<file path="src/rtl/atapi_pio_seq.sv">
module atapi_pio_seq #(
  parameter int BLOCK_BYTES = 2048,
  parameter int BUSY_CYCLES = 2
) (
  input  logic                                clk,
  input  logic                                rst_n,
  input  logic                                tf_wr,
  input  logic                                tf_rd,
  input  logic [2:0]                          tf_addr,
  input  logic [15:0]                         tf_wdata,
  output logic [15:0]                         tf_rdata,
  output logic                                intrq,
  output logic [31:0]                         med_lba,
  output logic [$clog2(BLOCK_BYTES/2)-1:0]    med_word,
  input  logic [15:0]                         med_data
);
  localparam int WPB   = BLOCK_BYTES / 2;
  localparam int WW    = $clog2(WPB);
  localparam int REM_W = 16 + WW + 1;
  localparam int GW    = $clog2(BUSY_CYCLES + 1);

  typedef enum logic [1:0] {S_IDLE, S_PKT, S_BUSY, S_XFER} st_t;

  st_t               st;
  logic [15:0]       bcl;
  logic [7:0]        dev;
  logic              abrt, errf, irq, first;
  logic [15:0]       pkt_w [6];
  logic [2:0]        pcnt;
  logic [GW-1:0]     gap;
  logic [31:0]       lba;
  logic [WW-1:0]     widx;
  logic [REM_W-1:0]  rem;
  logic [14:0]       burst;
  logic [15:0]       bbytes;

  wire wr_cmd  = tf_wr && tf_addr == 3'd7;
  wire wr_dat  = tf_wr && tf_addr == 3'd0;
  wire rd_stat = tf_rd && tf_addr == 3'd7;
  wire rd_dat  = tf_rd && tf_addr == 3'd0 && st == S_XFER;

  wire [14:0] lim_w  = bcl[15:1];
  wire [7:0]  opcode = pkt_w[0][7:0];
  wire [31:0] pk_lba = {pkt_w[1][7:0], pkt_w[1][15:8], pkt_w[2][7:0], pkt_w[2][15:8]};
  wire [15:0] pk_cnt = {pkt_w[3][15:8], pkt_w[4][7:0]};

  wire [REM_W-1:0] tot  = REM_W'(pk_cnt) * REM_W'(WPB);
  wire [REM_W-1:0] src  = first ? tot : rem;
  wire [14:0] burst_nx  = (src < REM_W'(lim_w)) ? src[14:0] : lim_w;

  wire       drq    = st == S_PKT || st == S_XFER;
  wire [7:0] status = {st == S_BUSY, 1'b1, 1'b0, 1'b0, drq, 2'b00, errf};

  assign intrq    = irq;
  assign med_lba  = lba;
  assign med_word = widx;

  always_comb begin
    case (tf_addr)
      3'd0:    tf_rdata = (st == S_XFER) ? med_data : 16'h0;
      3'd1:    tf_rdata = {13'h0, abrt, 2'b00};
      3'd4:    tf_rdata = {8'h0, (st == S_XFER) ? bbytes[7:0] : bcl[7:0]};
      3'd5:    tf_rdata = {8'h0, (st == S_XFER) ? bbytes[15:8] : bcl[15:8]};
      3'd6:    tf_rdata = {8'h0, dev};
      3'd7:    tf_rdata = {8'h0, status};
      default: tf_rdata = 16'h0;
    endcase
  end

  always_ff @(posedge clk or negedge rst_n) begin
    if (!rst_n) begin
      st <= S_IDLE;
      bcl <= '0;
      dev <= '0;
      abrt <= 1'b0;
      errf <= 1'b0;
      irq <= 1'b0;
      first <= 1'b0;
      for (int i = 0; i < 6; i++) pkt_w[i] <= '0;
      pcnt <= '0;
      gap <= '0;
      lba <= '0;
      widx <= '0;
      rem <= '0;
      burst <= '0;
      bbytes <= '0;
    end else begin
      if (rd_stat) irq <= 1'b0;
      case (st)
        S_IDLE: begin
          if (tf_wr && tf_addr == 3'd4) bcl[7:0]  <= tf_wdata[7:0];
          if (tf_wr && tf_addr == 3'd5) bcl[15:8] <= tf_wdata[7:0];
          if (tf_wr && tf_addr == 3'd6) dev       <= tf_wdata[7:0];
          if (wr_cmd) begin
            if (tf_wdata[7:0] == 8'hA0 && lim_w != '0) begin
              st <= S_PKT;
              pcnt <= '0;
              errf <= 1'b0;
              abrt <= 1'b0;
              irq <= 1'b0;
            end else begin
              errf <= 1'b1;
              abrt <= 1'b1;
              irq <= 1'b1;
            end
          end
        end
        S_PKT: begin
          if (wr_dat) begin
            pkt_w[pcnt] <= tf_wdata;
            pcnt <= pcnt + 3'd1;
            if (pcnt == 3'd5) begin
              st <= S_BUSY;
              gap <= GW'(BUSY_CYCLES - 1);
              first <= 1'b1;
            end
          end
        end
        S_BUSY: begin
          if (gap != '0) begin
            gap <= gap - 1'b1;
          end else if (first && opcode != 8'h28) begin
            first <= 1'b0;
            errf <= 1'b1;
            abrt <= 1'b1;
            irq <= 1'b1;
            st <= S_IDLE;
          end else if (first && pk_cnt == '0) begin
            first <= 1'b0;
            irq <= 1'b1;
            st <= S_IDLE;
          end else begin
            first <= 1'b0;
            rem <= src;
            burst <= burst_nx;
            bbytes <= {burst_nx, 1'b0};
            if (first) begin
              lba <= pk_lba;
              widx <= '0;
            end
            irq <= 1'b1;
            st <= S_XFER;
          end
        end
        S_XFER: begin
          if (rd_dat) begin
            if (widx == WW'(WPB - 1)) begin
              widx <= '0;
              lba <= lba + 32'd1;
            end else begin
              widx <= widx + 1'b1;
            end
            rem <= rem - 1'b1;
            burst <= burst - 1'b1;
            if (burst == 15'd1) begin
              if (rem == REM_W'(1)) begin
                irq <= 1'b1;
                st <= S_IDLE;
              end else begin
                gap <= GW'(BUSY_CYCLES - 1);
                st <= S_BUSY;
              end
            end
          end
        end
        default: st <= S_IDLE;
      endcase
    end
  end

  p_no_bsy_drq_r2: assert property (@(posedge clk) disable iff (!rst_n)
    !(tf_rd && tf_addr == 3'd7 && tf_rdata[7] && tf_rdata[3]));

  p_bsy_before_burst_r10: assert property (@(posedge clk) disable iff (!rst_n)
    st == S_XFER |-> $past(st) != S_PKT);

  p_burst_cap_r6: assert property (@(posedge clk) disable iff (!rst_n)
    st == S_XFER |-> (bbytes <= {bcl[15:1], 1'b0}) && burst != '0);

  p_rem_covers_burst_r5: assert property (@(posedge clk) disable iff (!rst_n)
    st == S_XFER |-> rem >= REM_W'(burst));

  p_irq_clear_r9: assert property (@(posedge clk) disable iff (!rst_n)
    (rd_stat && !tf_wr && st != S_BUSY) |=> !intrq);

  p_err_only_idle_r11: assert property (@(posedge clk) disable iff (!rst_n)
    errf |-> st == S_IDLE);
endmodule

</file>
<file path="config.mk">
export PLATFORM = sky130hd
export DESIGN_NAME = atapi_pio_seq
export DESIGN_NICKNAME = d
export VERILOG_FILES = /design/src/rtl/atapi_pio_seq.sv
export SDC_FILE = /design/constraint.sdc
export NUM_CORES = 1
export LEC_CHECK = 0
export ABC_AREA = 1
export BUFFER_PORTS_ARGS = -buffer_cell sky130_fd_sc_hd__buf_4
export CAP_MARGIN = 40
export CORE_ASPECT_RATIO = 1.25
export CORE_MARGIN = 4
export CORE_UTILIZATION = 25
export DETAILED_ROUTE_END_ITERATION = 8
export SLEW_MARGIN = 15
export SYNTH_ARGS = -nofsm -noshare
export SYNTH_HDL_FRONTEND = slang
export SYNTH_SLANG_ARGS = --single-unit
export TNS_END_PERCENT = 20
</file>
<file path="constraint.sdc">
create_clock -name clk -period 2.9 [get_ports clk]
set_input_delay 0.145 -clock clk [delete_from_list [all_inputs] [get_ports clk]]
set_output_delay 0.145 -clock clk [all_outputs]
set_load 0.01 [all_outputs]
</file>
==> Yosys cells after proc, flatten, opt, wreduce, memory -nomap -nowiden <==
Index checks and enable logic that the tools add are counted.
{ "totals": {"register_bits": 229, "in_bits": 39, "out_inout_bits": 59} }
{ "classes": {"n_addsub": 6, "n_lt_le_gt_ge": 3, "eq_ne": 28, "mux": 71, "bitwise": 4, "reduce_logical": 36} }
{ "op_table": {"columns": ["operator", "n"], "rows": [
  ["$mux 32", 6],
  ["$mux 27", 5],
  ["$bwmux 96", 1],
  ["$pmux 16 s6", 1],
  ["$mux 15", 5],
  ["$pmux 32 s2", 1],
  ["$mux 10", 6],
  ["$pmux 27 s2", 1],
  ["$demux 16 s3", 1],
  ["$add 32x1->32 const B", 1],
  ["$mux 16", 2],
  ["$mux 2", 16],
  ["$pmux 15 s2", 1],
  ["$eq 27x1->1 const B", 1],
  ["$lt 27x15->1", 1],
  ["$sub 27x1->27 const B", 1],
  ["$reduce_and 7->1", 3],
  ["$pmux 10 s2", 1],
  ["$ne 2x2->1 const B", 9],
  ["$logic_not 16->1", 1],
  ["$mux 8", 2],
  ["$reduce_and 4->1", 4],
  ["$eq 15x1->1 const B", 1],
  ["$eq 3x3->1 const B", 5],
  ["other kinds (32)", 72]
]} }

==> Logic depth before layout (Yosys ltp) <==
Gate-level depths: netlist (run 1).
{ "logic_depth": {"word_depth": 7, "depth_mapped": 18} }

==> Worst setup path after synthesis (run 1) <==
No wires, ideal clock.
{ "synth_timing": {"path_type": "reg2reg", "start": "reg first", "end": "reg burst[7]", "setup_ns": 0.116, "arrival_ns": 2.370, "required_ns": 2.784, "slack_ns": 0.414, "path_stages_with_launch": 18, "path_buffers": 4, "synth_period_minus_slack_ns": 2.486, "cell_sequence": "dfrtp_1 buf_6 buf_4 clkbuf_1 o21ai_0 inv_1 ha_1 nand2_1 inv_1 a21oi_1 nand3_1 nor2_4 nand2_2 buf_6 nand2_1 nand3_1 nand2_1 nand2_1"} }
{ "synth_between": {"elab_chain_cells": 7, "word_cells_on_any_way": 12, "cone_classes": "order compare (1); eq/ne (2); mux (6); reduce/logical (3)"} }
{ "synth_rtl": {"columns": ["element", "line_no", "rtl"], "rows": [
  ["start, declared", "27", "logic abrt, errf, irq, first;"],
  ["start signal, assigned", "78", "first <= 1'b0;"],
  ["start signal, assigned", "115", "first <= 1'b1;"],
  ["start signal, assigned", "123", "first <= 1'b0;"],
  ["$mux 27", "48", "wire [REM_W-1:0] src = first ? tot : rem;"],
  ["$lt 27x15->1", "49", "wire [14:0] burst_nx = (src < REM_W'(lim_w)) ? src[14:0] : lim_w;"],
  ["$mux 15", "49", null],
  ["$mux 15", "128", "end else if (first && pk_cnt == '0) begin"],
  ["$mux 15", "122", "end else if (first && opcode != 8'h28) begin"],
  ["$mux 15", "120", "if (gap != '0) begin"],
  ["$pmux 15 s2", "89", "case (st)"],
  ["end signal, assigned", "135", "burst <= burst_nx;"],
  ["end signal, assigned", "154", "burst <= burst - 1'b1;"],
  ["end, declared", "34", "logic [14:0] burst;"]
]} }
Parallel ways exist; a longest one is shown, timed or not. The select of a mux whose other input is x is not followed.
A chain may end at the register's enable or synchronous reset.

==> Worst setup path after layout (run 1) <==
{ "layout_timing": {"start": "reg st[1]", "end": "out tf_rdata[2]"} }
{ "layout_between": {"elab_chain_cells": 3, "word_cells_on_any_way": 5, "cone_classes": "eq/ne (1); mux (4)"} }
{ "layout_rtl": {"columns": ["element", "line_no", "rtl"], "rows": [
  ["start, declared", "24", "st_t st;"],
  ["start signal, assigned", "72", "st <= S_IDLE;"],
  ["start signal, assigned", "96", "st <= S_PKT;"],
  ["start signal, assigned", "113", "st <= S_BUSY;"],
  ["$eq 2x2->1 (*)", "60, 62, 63", null],
  ["$mux 8 (tied with other cells)", "63", "3'd5: tf_rdata = {8'h0, (st == S_XFER) ? bbytes[15:8] : bcl[15:8]};"],
  ["$pmux 16 s6 (*)", "59", "case (tf_addr)"],
  ["end, declared", "11", "output logic [15:0] tf_rdata,"]
]} }
Every way passes the cells marked *; elsewhere a longest branch is shown, timed or not.

==> results of run 1 <==
[cells by family after synthesis]
logic type                 Yosys count  synth area share
AOI/OAI and AO/OA                  235             0.106
adders and majority gates           27            0.0283
xor gates and xnor gates            27            0.0198
buffers and inverters              238            0.0805
DFF                                189             0.397
and+or+nand+nor                   1070             0.369
[per-layer routing]
metal | vias up | wire (um)
met5 | - | 0
met4 | 0 | 1280
met3 | 80 | 1670
met2 | 309 | 19500
met1 | 5542 | 17200
li1 | 5873 | -
[synthesized netlist by cell type, types with 3 or more instances]
cell	number	share of area
a21oi_1	51	0.021
buf_2	16	0.0067
a31oi_1	3	0.0016
inv_1	172	0.054
clkbuf_1	30	0.0094
clkinv_1	4	0.0013
dfrtp_1	189	0.40
xnor2_1	11	0.0081
or2_2	6	0.0031
nand2_1	677	0.21
buf_1	4	0.0013
nand3_1	105	0.044
nand4_1	29	0.015
o21ai_0	154	0.065
buf_4	6	0.0038
ha_1	27	0.028
buf_6	3	0.0028
nor3_1	15	0.0063
a221oi_1	7	0.0051
nand3b_1	6	0.0038
xor2_1	16	0.012
nor2_1	215	0.068
nand2_2	3	0.0016
nor4_4	4	0.0071
[cell type report]
type / instances / area share
Tap cell: 637 / 0.0562
Sequential cell: 189 / 0.333
Multi-Input combinational cell: 1359 / 0.441
Inverter: 178 / 0.0471
Clock buffer: 18 / 0.0302
Clock inverter: 14 / 0.0111
Timing Repair Buffer: 140 / 0.0814
[final timing paths]
kind                            slack, ps         start     endpoint
worst min-delay path                   20  tf_wdata[11]   pk_lba[19]
worst max register to register        290         first     burst[5]
worst min register to register        480      burst[1]     burst[1]
max in group asynchronous            1720         rst_n    burst[10]
worst max-delay path                  260         st[1]  tf_rdata[2]
min in group asynchronous             250         rst_n      rem[10]
[worst reg2reg max path, cell delays in order (launching register included)]
cell and delay [ps]:
dfrtp_1 550, buf_4 270, nor2_1 350, ha_1 320, nand2_1 80, inv_1 40
nand2_1 60, nor2_1 40, nand2_1 60, nand3_1 60, nand2_1 90, nand2_2 200
nand2_1 150, nand3_1 100, nand2_1 80, nand2_1 50
[registers in the layout, summed over array words and instances, names as in the netlist, 2 cells and up]
name / flops
rem: 27
dev: 8
opcode: 8
burst: 15
st: 2
med_lba: 32
pcnt: 3
bbytes: 15
pk_cnt: 16
gap: 2
med_word: 10
pk_lba: 32
bcl: 16
[what timing repair did]
action / in CTS / in global routing
setup endpoints to repair: 0 / 2
buffers inserted: 0 / 1
hold buffers: 16 / 0
hold endpoints to repair: 86 / 0
[stage by stage]
| stage | area, um2 | total power, mW | std cells | setup slack (ps) |
|---|---|---|---|---|
| 2_1_floorplan | 11900 | 9.01 | 1786 | 414 |
| 3_3_place_gp | 13400 | 11.2 | 2486 | 351 |
| 3_5_place_dp | 13400 | 11.3 | 2486 | 317 |
| 4_1_cts | 14200 | 13.9 | 2534 | 87.5 |
| 5_1_grt | 14200 | 15.1 | 2535 | 77.1 |
| 6_report | 14200 | 13.8 | 2535 | 258 |
[report_power, final]
part | internal (mW) | switching, mW | leakage [nW]
registers | 3.67 | 1.10 | 2.39
clock network | 1.29 | 1.15 | 0.289
logic | 2.33 | 4.30 | 4.32
==> impl_metrics.env, run 1 <==
export IMPL_status="complete, no violations"
export IMPL_clock_skew_ps=17.0
export IMPL_syn_to_final_growth_pct=19.0
export IMPL_worst_pin_slew_ps=691
export IMPL_coreArea_mm2=0.0472
export IMPL_rsz0062_at_grt="no"
export IMPL_criticalPathCategory="flop to output pin"
export IMPL_cts_resized=0
export IMPL_synth_distinct_cells=46
export IMPL_htree_num_levels=4
export IMPL_ff2ff_path_depth=15
export IMPL_viasPerCell=4.66
export IMPL_gp_congestion=0.954
export IMPL_arrival_ps=2500
export IMPL_max_slew_margin_rel=0.536
export IMPL_clockBufferDepth=2
export IMPL_insertion_delay_ps=470
export IMPL_crit_cells=7
export IMPL_tns_ps=0
export IMPL_grtUsageMet1=0.190
export IMPL_leakagePower_nw=7.00
export IMPL_antenna_cells=0
export IMPL_fin_crit_sh=0.911
export IMPL_clock_sinks=189
export IMPL_drcViolationCount=0
export IMPL_wire_per_inst_um=15.6
export IMPL_final_hold_violation_count=0
export IMPL_die_h_um=252
export IMPL_ys_seq_area_frac=0.397
export IMPL_hpwl_um=29500
export IMPL_firstDrtPassIters=5
export IMPL_powerDensity_mw_per_mm2=976
export IMPL_grt_use_met2=0.269
export IMPL_layout_cells_most_common="nand2_1"
export IMPL_grt_antenna_before_repair=0
export IMPL_drt_iter0_markers=856
export IMPL_crit_fanout=20
export IMPL_root_buffer="clkbuf_16"
export IMPL_ys_warn_count=0
export IMPL_path_clk_slew_ps=70
export IMPL_fillerInstances=5246
export IMPL_grt_pass1_wl_um=63200
export IMPL_routed_via_count=11804
export IMPL_met3_usage=0.0237
export IMPL_syn_num_nets=1852
export IMPL_grt_busiest_layer="met2"
export IMPL_path_buf_inv=2
export IMPL_postRouteAntennaNets=0
export IMPL_max_stage_delay_ps=460
export IMPL_floorplan_initialDensity=0.253
export IMPL_final_util=0.301
export IMPL_cp_start_kind="flop"
export IMPL_synth_main_ff_cell="dfrtp_1"
export IMPL_syn_area_mm2=0.0119
export IMPL_path_delay_family="compound AO/OA/AOI/OAI gates"
export IMPL_peakVddDrop_uv=419
export IMPL_cp_slowest_cell="dfrtp_1"
export IMPL_post_route_min_period_ps=2640
export IMPL_min_path_type="input pin to flop"
export IMPL_finalNetCount=1951
export IMPL_io_buffers=97
export IMPL_routed_wl_um=39600
export IMPL_cp_cell_sequence="ha_4 -> inv_2 -> nand2_1 -> a21oi_1 -> a221oi_1 -> o311ai_0 -> buf_4"
export IMPL_dieArea_mm2=0.0513
export IMPL_grt_overflow_total=0
export IMPL_max_freq_mhz=378
export IMPL_pin_count=98
export IMPL_hold_depth=3
export IMPL_synth_edf_count=0
export IMPL_drv_slew=0
export IMPL_regArea_mm2=0.00473
export IMPL_setup_viol=0
export IMPL_cp_required_ps=2760
export IMPL_mostFrequentLayoutCells="677 x nand2_1, 215 x nor2_1, 189 x dfrtp_1"
export IMPL_drive_above_1_share=0.0943
export IMPL_synthCells=1786
export IMPL_synthArstFlopShare=1.00
export IMPL_grt_use_total=0.153
export IMPL_die_x_um=203
export IMPL_tritoncts="done"
export IMPL_avgSynthCellArea_um2=6.68
export IMPL_rows=89
export IMPL_multiInputGateArea_mm2=0.00625
export IMPL_fin_hold_ws_ps=25.0
export IMPL_cts_made_buffers=17
export IMPL_grt_max_degree=81
export IMPL_ys_seq_elements=189
export IMPL_drv_cap=0
export IMPL_grt_pass1_vias=11680
export IMPL_end_kind="output pin"
No activity file was read; power rests on OpenSTA's default activity.
==> run 2: changes to the inputs <==
--- a/config.mk
+++ b/config.mk
@@ -10,8 +10,10 @@
 export CAP_MARGIN = 40
 export CORE_ASPECT_RATIO = 1.25
 export CORE_MARGIN = 4
-export CORE_UTILIZATION = 25
+export CORE_UTILIZATION = 50
 export DETAILED_ROUTE_END_ITERATION = 8
+export MAX_ROUTING_LAYER = met4
+export PLACE_DENSITY = 0.69
 export SLEW_MARGIN = 15
 export SYNTH_ARGS = -nofsm -noshare
 export SYNTH_HDL_FRONTEND = slang
==> impl_metrics.env, run 2 (synthesis results as in run 1) <==
export IMPL_status="complete, no violations"
export IMPL_place_ws_ps=283
export IMPL_cp_startpoint="st[1]"
export IMPL_arrival_ps=2510
export IMPL_grt_max_degree=84
export IMPL_tritoncts="done"
export IMPL_max_freq_mhz=377
export IMPL_grt_overflow_total=0
export IMPL_leakagePower_nw=6.96
export IMPL_path_clk_slew_ps=70
export IMPL_dp_cells=2139
export IMPL_cp_cell_sequence="ha_4 -> inv_2 -> nand2_1 -> a21oi_1 -> a221oi_1 -> o311ai_0 -> buf_4"
export IMPL_mostFrequentLayoutCells="677 x nand2_1, 215 x nor2_1, 189 x dfrtp_1"
export IMPL_fin_hold_ws_ps=6.77
export IMPL_worst_slack_ps=244
export IMPL_fin_crit_sh=0.916
export IMPL_drive_above_1_share=0.0939
export IMPL_rows=62
export IMPL_cts_resized=0
export IMPL_syn_to_final_growth_pct=14.6
export IMPL_routed_via_count=11992
export IMPL_grt_antenna_before_repair=0
export IMPL_cp_required_ps=2760
export IMPL_criticalPathCategory="flop to output pin"
export IMPL_powerDensity_mw_per_mm2=993
export IMPL_die_x_um=146
export IMPL_gp_congestion=0.947
export IMPL_r2r_start="first"
export IMPL_grt_use_total=0.288
export IMPL_final_cells=2184
export IMPL_antenna_cells=0
export IMPL_setup_viol=0
export IMPL_floorplan_initialDensity=0.514
export IMPL_drv_slew=0
export IMPL_routed_wl_um=37000
export IMPL_firstDrtPassIters=6
export IMPL_clock_sinks=189
export IMPL_peakVddDrop_uv=514
export IMPL_clock_skew_ps=12.4
export IMPL_layout_cells_most_common="nand2_1"
export IMPL_post_route_min_period_ps=2660
export IMPL_worst_pin_slew_ps=732
export IMPL_root_buffer="clkbuf_16"
export IMPL_coreArea_mm2=0.0232
export IMPL_wire_per_inst_um=17.0
export IMPL_hpwl_um=27100
export IMPL_dieArea_mm2=0.0264
export IMPL_path_buf_inv=2
export IMPL_clockBufferDepth=2
export IMPL_cp_slowest_cell="ha_4"
export IMPL_end_kind="output pin"
export IMPL_worstHoldStart="tf_rd"
export IMPL_io_buffers=97
export IMPL_postRouteAntennaNets=0
export IMPL_grt_pass1_wl_um=60000
export IMPL_min_path_type="input pin to flop"
export IMPL_die_h_um=181
export IMPL_pin_count=98
export IMPL_grt_pass1_vias=11573
export IMPL_cts_made_buffers=17
export IMPL_finalNetCount=1950
export IMPL_htree_num_levels=4
export IMPL_cp_start_kind="flop"
export IMPL_viasPerCell=5.49
export IMPL_tns_ps=0
export IMPL_drt_iter0_markers=905
export IMPL_drv_cap=0
export IMPL_crit_fanout=36
export IMPL_final_hold_violation_count=0
export IMPL_rsz0062_at_grt="no"
export IMPL_drcViolationCount=0
export IMPL_max_slew_margin_rel=0.512
export IMPL_final_util=0.589
export IMPL_path_delay_family="compound AO/OA/AOI/OAI gates"
export IMPL_insertion_delay_ps=440
export IMPL_max_stage_delay_ps=490
[run 2: changes by cell type in the layout (fill, tap and decap cells not counted)]
cell / before / now
buf_12: 3 / 1
buf_16: 1 / 0
buf_4: 119 / 123
bufinv_16: 2 / 1
clkbuf_1: 1 / 2
clkbuf_8: 1 / 4
clkinv_4: 2 / 3
dlygate4sd3_1: 16 / 14
inv_6: 4 / 1
inv_8: 2 / 0
[run 2: final timing paths]
check                              endpoint  slack [ps]  depth (start not counted)
worst max-delay path            tf_rdata[2]         240                          7
worst min-delay path                  intrq           7                          4
worst max register to register    bbytes[5]         280                         13
worst min register to register   bbytes[15]         490                          2
max in group asynchronous        med_lba[8]        1690                          3
min in group asynchronous            rem[0]         290                          2
[run 2: area by class of cell]
| type | instances | area, um2 |
|---|---|---|
| fillers | 2281 | 9520 |
| clock inverters | 9 | 87.6 |
| flip-flops and latches | 189 | 4730 |
| well taps | 288 | 360 |
| clock buffers | 22 | 474 |
| multi-input cells | 1359 | 6250 |
| inverters | 178 | 668 |
| repair buffers | 139 | 1100 |
[run 2: worst min-delay path, cell delays in order]
cell and delay (ps):
buf_4 90, nand2_1 50, nand3_1 70, nand2_1 50
[run 2: timing repair]
action,CTS,global route
hold endpoints to repair,106,0
setup buffers,0,0
hold buffers,14,0
endpoints found under the setup margin,0,0
[run 2: power by group]
part           switching (mW)  internal, mW  leakage (nW)
Sequential               1.13          3.68          2.39
Clock                    1.06          1.25         0.276
Combinational            4.19          2.27          4.30
Total                    6.38          7.20          6.96
[run 2: metrics by stage]
step                total power, mW  instance area, um2
floorplan                      9.01               11900
CTS                            13.5               13700
global placement               11.0               13000
finish                         13.6               13700
global route                   14.7               13700
detailed placement             11.2               13000
[run 2: per-layer routing]
| layer | vias up | track usage | wire length [um] |
|---|---|---|---|
| li1 | 5869 | - | - |
| met3 | 110 | 0.0342 | 1920 |
| met1 | 5559 | 0.343 | 14800 |
| met4 | 0 | 0.117 | 1470 |
| met2 | 454 | 0.497 | 18800 |
| met5 | - | - | 0 |
==> run 3: changes to the inputs <==
--- a/config.mk
+++ b/config.mk
@@ -8,12 +8,14 @@
 export ABC_AREA = 1
 export BUFFER_PORTS_ARGS = -buffer_cell sky130_fd_sc_hd__buf_4
 export CAP_MARGIN = 40
+export CELL_PAD_IN_SITES_DETAIL_PLACEMENT = 1
+export CELL_PAD_IN_SITES_GLOBAL_PLACEMENT = 2
 export CORE_ASPECT_RATIO = 1.25
 export CORE_MARGIN = 4
-export CORE_UTILIZATION = 50
+export CORE_UTILIZATION = 31
 export DETAILED_ROUTE_END_ITERATION = 8
 export MAX_ROUTING_LAYER = met4
-export PLACE_DENSITY = 0.69
+export PLACE_DENSITY_LB_ADDON = 0.1
 export SLEW_MARGIN = 15
 export SYNTH_ARGS = -nofsm -noshare
 export SYNTH_HDL_FRONTEND = slang
==> constraint.sdc (replaced) <==
create_clock -name clk -period 2.3 [get_ports clk]
set_input_delay 0.115 -clock clk [delete_from_list [all_inputs] [get_ports clk]]
set_output_delay 0.115 -clock clk [all_outputs]
set_load 0.01 [all_outputs]
==> impl_metrics.env, run 3 (synthesis results as in run 1) <==
export IMPL_wire_per_inst_um=18.8
export IMPL_firstDrtPassIters=5
export IMPL_tritoncts="done"
export IMPL_drv_cap=0
export IMPL_criticalPathCategory="flop to flop"
export IMPL_routed_via_count=12108
export IMPL_dieArea_mm2=0.0417
export IMPL_r2r_slack_ps=30
export IMPL_status="complete, no violations"
export IMPL_drive_above_1_share=0.152
export IMPL_coreArea_mm2=0.0381
export IMPL_min_path_type="input pin to flop"
export IMPL_cts_made_buffers=17
export IMPL_post_route_min_period_ps=2270
export IMPL_leakagePower_nw=7.44
export IMPL_rows=80
export IMPL_grt_use_total=0.231
export IMPL_worst_pin_slew_ps=718
export IMPL_die_h_um=227
export IMPL_grt_overflow_total=0
export IMPL_cp_start_kind="flop"
export IMPL_drv_slew=0
export IMPL_routed_wl_um=46300
export IMPL_crit_cells=15
export IMPL_syn_to_final_growth_pct=25.5
export IMPL_root_buffer="clkbuf_16"
export IMPL_hpwl_um=34800
export IMPL_die_x_um=183
export IMPL_final_util=0.392
export IMPL_final_hold_violation_count=0
export IMPL_arrival_ps=2620
export IMPL_r2r_end="burst[6]"
export IMPL_htree_num_levels=4
export IMPL_max_freq_mhz=441
export IMPL_max_stage_delay_ps=490
export IMPL_setup_viol=0
export IMPL_worst_slack_ps=30.4
export IMPL_critPathCapture="burst[6]"
export IMPL_grt_max_degree=71
export IMPL_cp_cell_sequence="buf_12 -> o21ai_2 -> inv_1 -> ha_1 -> nand2_1 -> inv_1 -> a21oi_2 -> nand3_2 -> nor2_4 -> buf_12 -> nand2_8 -> nand2_1 -> nand3_1 -> nand2_1 -> nand2_1"
export IMPL_timing_critical_path_mode_cell="nand2_1"
export IMPL_antenna_cells=0
export IMPL_mostFrequentLayoutCells="667 x nand2_1, 211 x nor2_1, 187 x dfrtp_1"
export IMPL_clock_sinks=189
export IMPL_max_slew_margin_rel=0.521
export IMPL_path_buf_inv=4
export IMPL_layout_cells_most_common="nand2_1"
export IMPL_drcViolationCount=0
export IMPL_clock_skew_ps=9.61
export IMPL_cp_startpoint="first"
export IMPL_floorplan_initialDensity=0.313
export IMPL_peakVddDrop_uv=523
export IMPL_ff2ff_path_depth=15
export IMPL_gp_congestion=0.894
export IMPL_pin_count=98
export IMPL_rsz0062_at_grt="yes"
export IMPL_path_clk_slew_ps=80
export IMPL_end_kind="flop"
export IMPL_finalNetCount=2029
export IMPL_place_ws_ps=-125
export IMPL_io_buffers=97
export IMPL_cp_slowest_cell="dfrtp_2"
export IMPL_path_delay_family="simple AND/OR/NAND/NOR gates"
export IMPL_viasPerCell=4.91
export IMPL_insertion_delay_ps=460
export IMPL_grt_pass1_wl_um=73000
export IMPL_grt_pass1_vias=13070
export IMPL_clockBufferDepth=2
export IMPL_powerDensity_mw_per_mm2=1260
export IMPL_grt_antenna_before_repair=0
export IMPL_drt_iter0_markers=531
export IMPL_postRouteAntennaNets=0
export IMPL_r2r_start="first"
export IMPL_crit_fanout=15
export IMPL_cp_required_ps=2650
export IMPL_fin_crit_sh=0.987
-- run 3: cell count changes in the layout (fill, tap and decap cells not counted), moves of 5 or more --
cell	previous run	this run
nand3_2	0	12
o21ai_0	154	147
buf_4	123	179
buf_6	0	5
nand2_2	3	11
nand2_1	677	667
buf_12	1	13
nand3_1	105	93
-- run 3: report_power, final --
part / leakage (nW) / internal, mW / switching (mW)
clock network: 0.278 / 1.53 / 1.53
logic: 4.78 / 3.72 / 6.10
registers: 2.38 / 4.64 / 1.32
-- run 3: layer usage --
layer,global-route usage,vias to the layer above,routed length (um),share of wire
li1,-,6023,-,-
met5,-,-,0,0
met2,0.417,154,24500,0.53
met4,0.0921,0,1720,0.037
met3,0.0198,69,812,0.018
met1,0.265,5862,19300,0.42
-- run 3: worst min path at each step --
stage,from,to,cells past startpoint
after detailed placement,rst_n,rem[24],1
after floorplan,rst_n,bbytes[10],0
final,tf_wr,intrq,5
after CTS,tf_wr,intrq,5
after global routing,tf_wr,intrq,5
after global placement,rst_n,rem[24],1
-- run 3: worst reg2reg max path, stage by stage (launching register included) --
cell     delay (ps)
dfrtp_2         490
buf_12          180
o21ai_2         120
inv_1            70
ha_1            270
nand2_1          60
inv_1            60
a21oi_2         150
nand3_2         100
nor2_4          120
buf_12          130
nand2_8         110
nand2_1         130
nand3_1          80
nand2_1          70
nand2_1          40
-- run 3: timing repair --
action	in CTS	in global routing
endpoints found under the setup margin	40	100
buffers inserted	5	2
gates resized for setup	8	54
hold buffers	18	0
pin swaps	1	3
cloned	0	2
hold endpoints to repair	106	0
-- run 3: through the flow --
stage / power [mW] / instances / hold slack (ps) / instance area [um2] / TNS [ps]
floorplan: 11.4 / 1786 / -181 / 11900 / 0
global placement: 15.3 / 2409 / 210 / 13800 / -2420
detailed placement: 15.5 / 2409 / 216 / 13800 / -3080
CTS: 18.8 / 2464 / 112 / 14700 / -21.1
global route: 20.7 / 2468 / 120 / 15000 / -2750
finish: 18.8 / 2468 / 129 / 15000 / 0
-- run 3: area by class of cell --
type	count	area, um2
Multi-Input combinational cell	1359	6460
Sequential cell	189	4730
Fill cell	4899	23200
Tap cell	492	616
Clock buffer	17	425
Clock inverter	15	154
Timing Repair Buffer	218	1900
Inverter	178	672
